===== src/rtl/dmachan_pkg.sv =====
package dmachan_pkg;
  // byte offsets of the halfword registers
  localparam int OFS_CTRL    = 'h00;
  localparam int OFS_STAT    = 'h02;
  localparam int OFS_COUNT   = 'h04;
  localparam int OFS_PTR     = 'h0C;
  localparam int OFS_THR_IN  = 'h14;
  localparam int OFS_THR_OUT = 'h16;

  // control word fields
  localparam int CTL_MASK_BIT = 8;
  localparam int CTL_GO_BIT   = 7;
  localparam int CTL_RST_BIT  = 5;

  // status word fields
  localparam int STS_PROTO_BIT = 6;
  localparam int STS_UNEXP_BIT = 4;
  localparam int STS_DONE_BIT  = 2;
  localparam int STS_BUS_BIT   = 0;

  typedef struct packed {
    logic proto;
    logic unexp;
    logic done;
    logic bus;
  } evt_t;
endpackage


===== src/rtl/dmachan_ctrl.sv =====
module dmachan_ctrl
  import dmachan_pkg::*;
#(
  parameter int DW    = 16,
  parameter int PIO_W = 2
) (
  input  logic             clk,
  input  logic             rst,
  input  logic             wr_ctrl,
  input  logic [DW-1:0]    wdata,
  output logic [DW-1:0]    ctrl_view,
  output logic             mask_q,
  output logic             mask_nxt,
  output logic             hold_q,
  output logic             reg_mode_q,
  output logic             start_q,
  output logic [PIO_W-1:0] pio_q
);
  logic go_req;
  logic rst_req;

  always_comb begin
    go_req   = wr_ctrl & wdata[CTL_GO_BIT];
    rst_req  = wdata[CTL_RST_BIT];
    mask_nxt = wr_ctrl ? wdata[CTL_MASK_BIT] : mask_q;
  end

  always_ff @(posedge clk) begin
    if (rst) begin
      mask_q     <= 1'b1;
      hold_q     <= 1'b0;
      pio_q      <= '0;
      reg_mode_q <= 1'b1;
      start_q    <= 1'b0;
    end else begin
      // go is a trigger only: fires unless the same write asserts reset
      start_q <= go_req & ~rst_req;
      if (wr_ctrl) begin
        mask_q     <= wdata[CTL_MASK_BIT];
        hold_q     <= rst_req;
        pio_q      <= wdata[PIO_W-1:0];
        reg_mode_q <= ~wdata[CTL_GO_BIT];
      end
    end
  end

  always_comb begin
    ctrl_view               = '0;
    ctrl_view[CTL_MASK_BIT] = mask_q;
    ctrl_view[CTL_RST_BIT]  = hold_q;
    ctrl_view[PIO_W-1:0]    = pio_q;
  end
endmodule


===== src/rtl/dmachan_stat.sv =====
module dmachan_stat
  import dmachan_pkg::*;
#(
  parameter int DW = 16
) (
  input  logic          clk,
  input  logic          rst,
  input  logic          rd_stat,
  input  logic          hold,
  input  logic          mask_nxt,
  input  evt_t          ev,
  output logic [DW-1:0] stat_view,
  output logic          irq_q
);
  evt_t st_q;
  evt_t st_d;
  evt_t ev_gated;

  always_comb begin
    ev_gated = hold ? evt_t'('0) : ev;
    st_d     = evt_t'((rd_stat ? 4'b0 : st_q) | ev_gated);
  end

  always_ff @(posedge clk) begin
    if (rst) begin
      st_q  <= '0;
      irq_q <= 1'b0;
    end else begin
      st_q  <= st_d;
      irq_q <= (|st_d) & ~mask_nxt;
    end
  end

  always_comb begin
    stat_view                = '0;
    stat_view[STS_PROTO_BIT] = st_q.proto;
    stat_view[STS_UNEXP_BIT] = st_q.unexp;
    stat_view[STS_DONE_BIT]  = st_q.done;
    stat_view[STS_BUS_BIT]   = st_q.bus;
  end
endmodule


===== src/rtl/dmachan_cfg.sv =====
module dmachan_cfg
  import dmachan_pkg::*;
#(
  parameter int DW      = 16,
  parameter int AW      = 5,
  parameter int PTR_W   = 32,
  parameter int CNT_RST = 1,
  parameter int THR_RST = 'h100
) (
  input  logic             clk,
  input  logic             rst,
  input  logic             wr_en,
  input  logic [AW-1:0]    addr,
  input  logic [DW-1:0]    wdata,
  output logic [DW-1:0]    cnt_q,
  output logic [DW-1:0]    thr_in_q,
  output logic [DW-1:0]    thr_out_q,
  output logic [PTR_W-1:0] ptr_q
);
  localparam int NH = PTR_W / DW;

  always_ff @(posedge clk) begin
    if (rst) begin
      cnt_q     <= DW'(CNT_RST);
      thr_in_q  <= DW'(THR_RST);
      thr_out_q <= DW'(THR_RST);
    end else if (wr_en) begin
      if (addr == AW'(OFS_COUNT))   cnt_q     <= wdata;
      if (addr == AW'(OFS_THR_IN))  thr_in_q  <= wdata;
      if (addr == AW'(OFS_THR_OUT)) thr_out_q <= wdata;
    end
  end

  for (genvar h = 0; h < NH; h++) begin : g_ptr
    logic [DW-1:0] half_q;
    always_ff @(posedge clk) begin
      if (rst)
        half_q <= '0;
      else if (wr_en && addr == AW'(OFS_PTR + 2*h))
        half_q <= wdata;
    end
    assign ptr_q[h*DW +: DW] = half_q;
  end
endmodule


===== src/rtl/dmachan_regs.sv =====
module dmachan_regs
  import dmachan_pkg::*;
#(
  parameter int DW      = 16,
  parameter int AW      = 5,
  parameter int PTR_W   = 32,
  parameter int PIO_W   = 2,
  parameter int CNT_RST = 1,
  parameter int THR_RST = 'h100
) (
  input  logic             clk,
  input  logic             rst,
  input  logic             bus_sel,
  input  logic             bus_we,
  input  logic [AW-1:0]    bus_addr,
  input  logic [DW-1:0]    bus_wdata,
  output logic [DW-1:0]    bus_rdata,
  input  logic             ev_proto,
  input  logic             ev_unexp,
  input  logic             ev_done,
  input  logic             ev_bus,
  output logic             eng_start,
  output logic             eng_hold_idle,
  output logic             eng_reg_mode,
  output logic [PIO_W-1:0] eng_pio_mode,
  output logic [DW-1:0]    cb_count,
  output logic [PTR_W-1:0] cb_next_ptr,
  output logic [DW-1:0]    thr_in,
  output logic [DW-1:0]    thr_out,
  output logic             irq
);
  localparam int NH = PTR_W / DW;

  logic [AW-1:0] a_al;
  logic          wr_en;
  logic          rd_en;
  logic          wr_ctrl;
  logic          rd_stat;
  logic [DW-1:0] ctrl_view;
  logic [DW-1:0] stat_view;
  logic          ctl_mask;
  logic          mask_nxt;
  logic [DW-1:0] rd_mux;
  logic [DW-1:0] rdata_q;
  evt_t          ev;

  always_comb begin
    a_al    = {bus_addr[AW-1:1], 1'b0};
    wr_en   = bus_sel & bus_we;
    rd_en   = bus_sel & ~bus_we;
    wr_ctrl = wr_en & (a_al == AW'(OFS_CTRL));
    rd_stat = rd_en & (a_al == AW'(OFS_STAT));
    ev      = '{proto: ev_proto, unexp: ev_unexp, done: ev_done, bus: ev_bus};
  end

  dmachan_ctrl #(.DW(DW), .PIO_W(PIO_W)) u_ctrl (
    .clk       (clk),
    .rst       (rst),
    .wr_ctrl   (wr_ctrl),
    .wdata     (bus_wdata),
    .ctrl_view (ctrl_view),
    .mask_q    (ctl_mask),
    .mask_nxt  (mask_nxt),
    .hold_q    (eng_hold_idle),
    .reg_mode_q(eng_reg_mode),
    .start_q   (eng_start),
    .pio_q     (eng_pio_mode)
  );

  dmachan_stat #(.DW(DW)) u_stat (
    .clk      (clk),
    .rst      (rst),
    .rd_stat  (rd_stat),
    .hold     (eng_hold_idle),
    .mask_nxt (mask_nxt),
    .ev       (ev),
    .stat_view(stat_view),
    .irq_q    (irq)
  );

  dmachan_cfg #(
    .DW(DW), .AW(AW), .PTR_W(PTR_W), .CNT_RST(CNT_RST), .THR_RST(THR_RST)
  ) u_cfg (
    .clk      (clk),
    .rst      (rst),
    .wr_en    (wr_en),
    .addr     (a_al),
    .wdata    (bus_wdata),
    .cnt_q    (cb_count),
    .thr_in_q (thr_in),
    .thr_out_q(thr_out),
    .ptr_q    (cb_next_ptr)
  );

  always_comb begin
    rd_mux = '0;
    if (a_al == AW'(OFS_CTRL))    rd_mux = ctrl_view;
    if (a_al == AW'(OFS_STAT))    rd_mux = stat_view;
    if (a_al == AW'(OFS_COUNT))   rd_mux = cb_count;
    if (a_al == AW'(OFS_THR_IN))  rd_mux = thr_in;
    if (a_al == AW'(OFS_THR_OUT)) rd_mux = thr_out;
    for (int h = 0; h < NH; h++)
      if (a_al == AW'(OFS_PTR + 2*h)) rd_mux = cb_next_ptr[h*DW +: DW];
  end

  always_ff @(posedge clk) begin
    if (rst)        rdata_q <= '0;
    else if (rd_en) rdata_q <= rd_mux;
  end

  assign bus_rdata = rdata_q;
endmodule


===== config.mk =====
export PLATFORM = sky130hd
export DESIGN_NAME = dmachan_regs
export DESIGN_NICKNAME = d
export VERILOG_FILES = /design/src/rtl/dmachan_pkg.sv /design/src/rtl/dmachan_ctrl.sv /design/src/rtl/dmachan_stat.sv /design/src/rtl/dmachan_cfg.sv /design/src/rtl/dmachan_regs.sv
export SDC_FILE = /design/constraint.sdc
export NUM_CORES = 1
export LEC_CHECK = 0
export BUFFER_PORTS_ARGS = -buffer_cell sky130_fd_sc_hd__clkbuf_2
export CAP_MARGIN = 20
export CORE_AREA = 3 3 118 120
export CTS_BUF_LIST = sky130_fd_sc_hd__clkbuf_2 sky130_fd_sc_hd__clkbuf_4 sky130_fd_sc_hd__clkbuf_8
export CTS_CLUSTER_SIZE = 14
export DETAILED_ROUTE_END_ITERATION = 10
export DIE_AREA = 0 0 121 123
export PLACE_DENSITY = 0.69
export SLEW_MARGIN = 20
export SYNTH_ARGS = -nofsm -noshare
export SYNTH_HDL_FRONTEND = slang
export SYNTH_SLANG_ARGS = --single-unit

===== constraint.sdc =====
create_clock -name clk -period 3.9 [get_ports clk]
set_input_delay 0.195 -clock clk [delete_from_list [all_inputs] [get_ports clk]]
set_output_delay 0.195 -clock clk [all_outputs]
set_load 0.1 [all_outputs]

==> flow_summary.ini, run 1 <==
[grt]
grt_usage_pct = 20.66
grt_pass1_vias = 4099
antenna_found_initial = 0
grt_pass1_wl_um = 23750
grt_start_max_net_pins = 60
gr-total-overflow = 0

[synth]
synth_cell_types = 47
syn_nets = 590
netlist_area_um2 = 4607
ys_warn_count = 0
synth-edff-count = 0
ys_ff_latch = 107
synthCells = 561
ys.flop_type = dfxtp_1
ys_seq_area_share_pct = 46.50
synthArstFlopShare_pct = 0
avgSynthCellArea_um2 = 8.212

[clock_network]
cts_htree_levels = 3
cts_root_buf = clkbuf_8
cts_hold_buf = 0
clock_latency_ps = 370
cts.path.max_buffers = 2
tritoncts = built
cts-buffers-inserted = 9
cts_resized = 0
clkSlewWorstSetupHoldPaths_ps = 100
clkSinkCount = 107
post_cts_buffers = 0

[route]
via_per_inst = 5.265
num_vias = 4470
ant_nets = 0
first_iter_violations = 374
firstDrtPassIters = 6
wl_per_cell_um = 18.31
drt-total-wl_um = 15550
drc = 0

[sta]
maxSlewHeadroom_pct = 42.02
setup_tns_ps = 0
min_period_ps = 2091
maxSlewViolCount = 0
finalSetupViolations = 0
worst_pin_slew_ps = 869.7
rsz0062_at_grt = no
skew_ps = 13.46
post-route-period-util_pct = 53.62
final-hold-violation-count = 0
fmax_mhz = 478.2

[status]
status = completed

[critical_path]
end_kind = register
startpoint_type = primary input
crit_fanout = 20
worstSetupPathType = in2reg
cp.arrival_ps = 2390
worstPathRequired_ps = 4200

[floorplanning]
fp.coreArea_um2 = 13090
start_util_pct = 35.21
die_x_um = 121
num_rows = 42
die-area_um2 = 14880
num_io_pins = 131
die-height_um = 123

[finish]
num-fill-cells = 1338
fin_area_um2 = 5594
layout_commonest_cell = nand2_1
drive_above_1_share_pct = 27.19
final_net_count = 698
mostFrequentLayoutCells = nand2_1 (146), clkbuf_2 (128), dfxtp_1 (107)
diodes = 0
area_delta_synth_final_pct = 21.43

[power]
power_density_nw_per_um2 = 372.2
leakage_nw = 2.236
max-vdd-ir-drop_mv = 0.1693

[placement]
dpl_cell_area_um2 = 5394
gp_congestion = 0.8468
dp_hpwl_um = 10840
placement.io_buffers = 129

[min_path]
hold_class = in2reg

[job]
cap_violations = 0
-- metrics by stage --
stage | util, % | power [mW] | hold slack (ps) | worst slack, ps | cells
after detailed placement | 41.22 | 1.397 | 456.2 | 1474 | 834
after global placement | 41.22 | 1.396 | 454.6 | 1489 | 834
after floorplan | - | 1.324 | 271.7 | 1804 | 561
after CTS | 42.75 | 2.097 | 85.18 | 1841 | 849
after global routing | 42.75 | 2.155 | 93.73 | 1679 | 849
final | 42.75 | 2.082 | 97.90 | 1809 | 849
-- cell families after synthesis --
family | after synthesis | share of synthesized area, %
buffers and inverters | 47 | 4.237
DFF | 107 | 46.50
and+or+nand+nor | 228 | 22.43
muxes | 34 | 7.903
AOI/OAI and AO/OA | 145 | 18.93
-- power by group --
part	internal [mW]	switching (mW)	total (mW)	leakage, nW
Sequential	1.11	0.0119	1.12	0.865
Combinational	0.0550	0.198	0.253	1.27
Clock	0.330	0.379	0.709	0.104
Total	1.49	0.590	2.08	2.24
-- worst paths after layout --
kind / cells past startpoint / endpoint / startpoint / slack (ps)
min: 3 / u_cfg.thr_out_q[10] / bus_wdata[10] / 100
min reg2reg: 2 / u_cfg.thr_out_q[5] / u_cfg.thr_out_q[5] / 480
max reg2reg: 4 / bus_rdata[5] / u_ctrl.hold_q / 2300
max: 6 / u_cfg.g_ptr[0].half_q[3] / bus_addr[3] / 1810
-- cell usage after synthesis, types with 2 or more instances --
| library cell | number | area, µm² |
|---|---|---|
| a211oi_1 | 12 | 90.09 |
| a21oi_1 | 82 | 410.4 |
| a221oi_1 | 3 | 26.28 |
| a222oi_1 | 8 | 80.08 |
| a2bb2oi_1 | 2 | 17.52 |
| a31oi_1 | 2 | 12.51 |
| and3_1 | 2 | 12.51 |
| and3b_1 | 2 | 17.52 |
| buf_1 | 2 | 7.510 |
| buf_2 | 15 | 75.07 |
| clkbuf_1 | 29 | 108.9 |
| dfxtp_1 | 107 | 2142 |
| mux2_2 | 19 | 214.0 |
| mux2i_1 | 15 | 150.1 |
| nand2_1 | 146 | 548.0 |
| nand2b_1 | 7 | 43.79 |
| nand3_1 | 3 | 15.01 |
| nand3b_1 | 7 | 52.55 |
| nor2_1 | 29 | 108.9 |
| nor2b_1 | 12 | 75.07 |
| nor3_1 | 2 | 10.01 |
| nor3b_1 | 4 | 30.03 |
| o211ai_1 | 2 | 15.01 |
| o21ai_0 | 20 | 100.1 |
| o2bb2ai_1 | 4 | 35.03 |
| o32ai_1 | 2 | 17.52 |
| or3_1 | 2 | 12.51 |
| or4b_2 | 2 | 20.02 |
-- layout make-up --
type	instances	area, µm²	share of cell area, %
clock buffer	12	152.6	2.729
clock inverter	3	47.55	0.8499
inverter	1	3.754	0.06710
multi-input combinational	407	2275	40.66
sequential	107	2142	38.29
tap	176	220.2	3.936
timing repair buffer	143	753.2	13.46
-- flip-flops by register name (all words and copies together) (netlist names) --
register	cells
u_ctrl.start_q	1
u_ctrl.reg_mode_q	1
u_cfg.thr_out_q	16
u_ctrl.mask_q	1
u_cfg.g_ptr.half_q	32
u_ctrl.pio_q	2
u_stat.stat_view	4
u_cfg.cnt_q	16
bus_rdata	16
u_ctrl.hold_q	1
u_stat.irq_q	1
u_cfg.thr_in_q	16
-- routing by layer --
| metal | vias to the layer above | global-route usage (%) | share of wire (%) |
|---|---|---|---|
| li1 | 2164 | - | - |
| met1 | 2095 | 28.89 | 44 |
| met2 | 192 | 32.30 | 46 |
| met3 | 19 | 4.163 | 8.1 |
| met4 | 0 | 6.232 | 1.8 |
| met5 | - | 0 | 0 |
-- worst max-delay path: stages --
cell and delay, ps:
clkbuf_2 370, nor2b_1 650, nor2b_1 640, buf_4 320
nand2_1 70, a21oi_1 120
(Power assumes the default switching activity.)
==> run 2: changes to the inputs <==
==> constraint.sdc (replaced) <==
create_clock -name clk -period 2 [get_ports clk]
set_input_delay 0.1 -clock clk [delete_from_list [all_inputs] [get_ports clk]]
set_output_delay 0.1 -clock clk [all_outputs]
set_load 0.1 [all_outputs]
==> run 2 against run 1 <==
  * Sequential power rose by 95%
  * Clock skew about the same
  * Via count increased by 3.6%
  * Core utilization increased by 2.3 points
  * Total power grew 110%
  * Die area unchanged
  * Cell area is 5.5% higher
  * Final cell count grew 3.4%
  * Critical path type is now reg2reg
  * Largest cell class unchanged
  * Largest power group unchanged
==> flow_summary.ini, run 2 (synthesis gave the netlist of run 1 again) <==
[critical_path]
worstSetupPathType = reg2reg
worstPathRequired_ps = 2300
startpoint_type = register
end_kind = register
cpPeakStageDelay_ps = 450
slowest_stage = or3b_2
cp_cell_sequence = or3b_2 > a211oi_1 > a311oi_1 > o32ai_1
crit_fanout = 8
cp.arrival_ps = 1760

[grt]
grt_pass1_vias = 4229
grt_pass1_wl_um = 23840
grt_start_max_net_pins = 53
gr-total-overflow = 0
grt_usage_pct = 20.66
antenna_found_initial = 0

[route]
num_vias = 4629
drt-total-wl_um = 15670
drc = 0
ant_nets = 0
first_iter_violations = 481
firstDrtPassIters = 5
via_per_inst = 5.272
wl_per_cell_um = 17.85

[floorplanning]
fp.coreArea_um2 = 13090
num_rows = 42
die-height_um = 123
num_io_pins = 131
die_x_um = 121
start_util_pct = 35.21
die-area_um2 = 14880

[sta]
rsz0062_at_grt = no
maxSlewViolCount = 0
skew_ps = 13.00
maxSlewHeadroom_pct = 51.85
min_period_ps = 1460
fmax_mhz = 684.8
finalSetupViolations = 0
timing.hold.ws_ps = 17.84
worst_pin_slew_ps = 719.6
setup_tns_ps = 0
post-route-period-util_pct = 73.01
setup_slack_ps = 539.8
final-hold-violation-count = 0

[clock_network]
tritoncts = built
cts_htree_levels = 3
clock_latency_ps = 380
post_cts_buffers = 0
clkSlewWorstSetupHoldPaths_ps = 100
cts_hold_buf = 10
cts_root_buf = clkbuf_8
cts_resized = 0
cts-buffers-inserted = 9
clkSinkCount = 107
cts.path.max_buffers = 2

[power]
combPwrFrac_pct = 12.3
max-vdd-ir-drop_mv = 0.3757
switching_share_pct = 27.05
pwr-share-seq_pct = 50.6
leakage_nw = 2.386
p_switching_mw = 1.166
power_density_nw_per_um2 = 730.6
p_int_mw = 3.144
total_power_mw = 4.310
p_clk_share_pct = 37.1

[placement]
pre_cts_slack_ps = 254.0
place_inst = 852
placement.io_buffers = 129
dp_hpwl_um = 11310
gp_congestion = 0.8512

[finish]
mostFrequentLayoutCells = nand2_1 (146), clkbuf_2 (128), dfxtp_1 (105)
largest_reg_flops = 32
largest_register = u_cfg.g_ptr.half_q
layout_commonest_cell = nand2_1
final_net_count = 726
fin_cells = 878
drive_above_1_share_pct = 29.06
diodes = 0
area_delta_synth_final_pct = 28.06

[status]
status = completed

[job]
cap_violations = 0

[min_path]
hold_class = in2reg
## run 2: cell types whose count changed in the layout (fill, tap and decap cells not counted), sizes merged
cell         delta
buf            +18
dlygate4sd3    +10
bufinv          +2
clkbuf          -2
clkinvlp        +1
## run 2: worst max-delay path, delay by kind of cell, from the launching register on
| kind | cells | cell delay [ps] |
|---|---|---|
| compound gates | 3 | 540 |
| simple gates | 1 | 450 |
| flops | 1 | 410 |
## run 2: final timing paths
kind                          start                end  slack, ps  cells after the start
setup / recovery      u_ctrl.hold_q       bus_rdata[5]        540                      4
hold / removal        bus_wdata[14]    u_cfg.cnt_q[14]         20                      3
setup reg to reg      u_ctrl.hold_q       bus_rdata[5]        540                      4
hold reg to reg   u_cfg.thr_in_q[9]  u_cfg.thr_in_q[9]        480                      2
## run 2: layout make-up
cell class                 instances  area [µm²]
tap                              176       220.2
sequential                       107        2145
fill                            1287        7186
inverter                           1       3.754
timing repair buffer             171        1013
clock buffer                      10       131.4
clock inverter                     6       111.4
multi-input combinational        407        2275
## run 2: through the flow
stage | cell area, µm² | util (%)
after floorplan | 4609 | -
after detailed placement | 5557 | 42.47
after CTS | 5899 | 45.09
after global routing | 5899 | 45.09
final | 5899 | 45.09
after global placement | 5557 | 42.47
## run 2: routing by layer
layer	global-route usage, %	up-vias	routed length [µm]
met4	6.374	0	239
met3	4.346	17	1254
met5	0	-	0
li1	-	2217	-
met1	28.05	2199	6896
met2	33.10	196	7278
## run 2: power by group through the flow
stage / sequential [mW] / clock (mW) / combinational [mW]
after floorplan: 2.41 / 0 / 0.175
after global placement: 2.23 / 0 / 0.509
after detailed placement: 2.23 / 0 / 0.510
after CTS: 2.18 / 1.63 / 0.526
after global routing: 2.19 / 1.69 / 0.558
final: 2.18 / 1.60 / 0.528
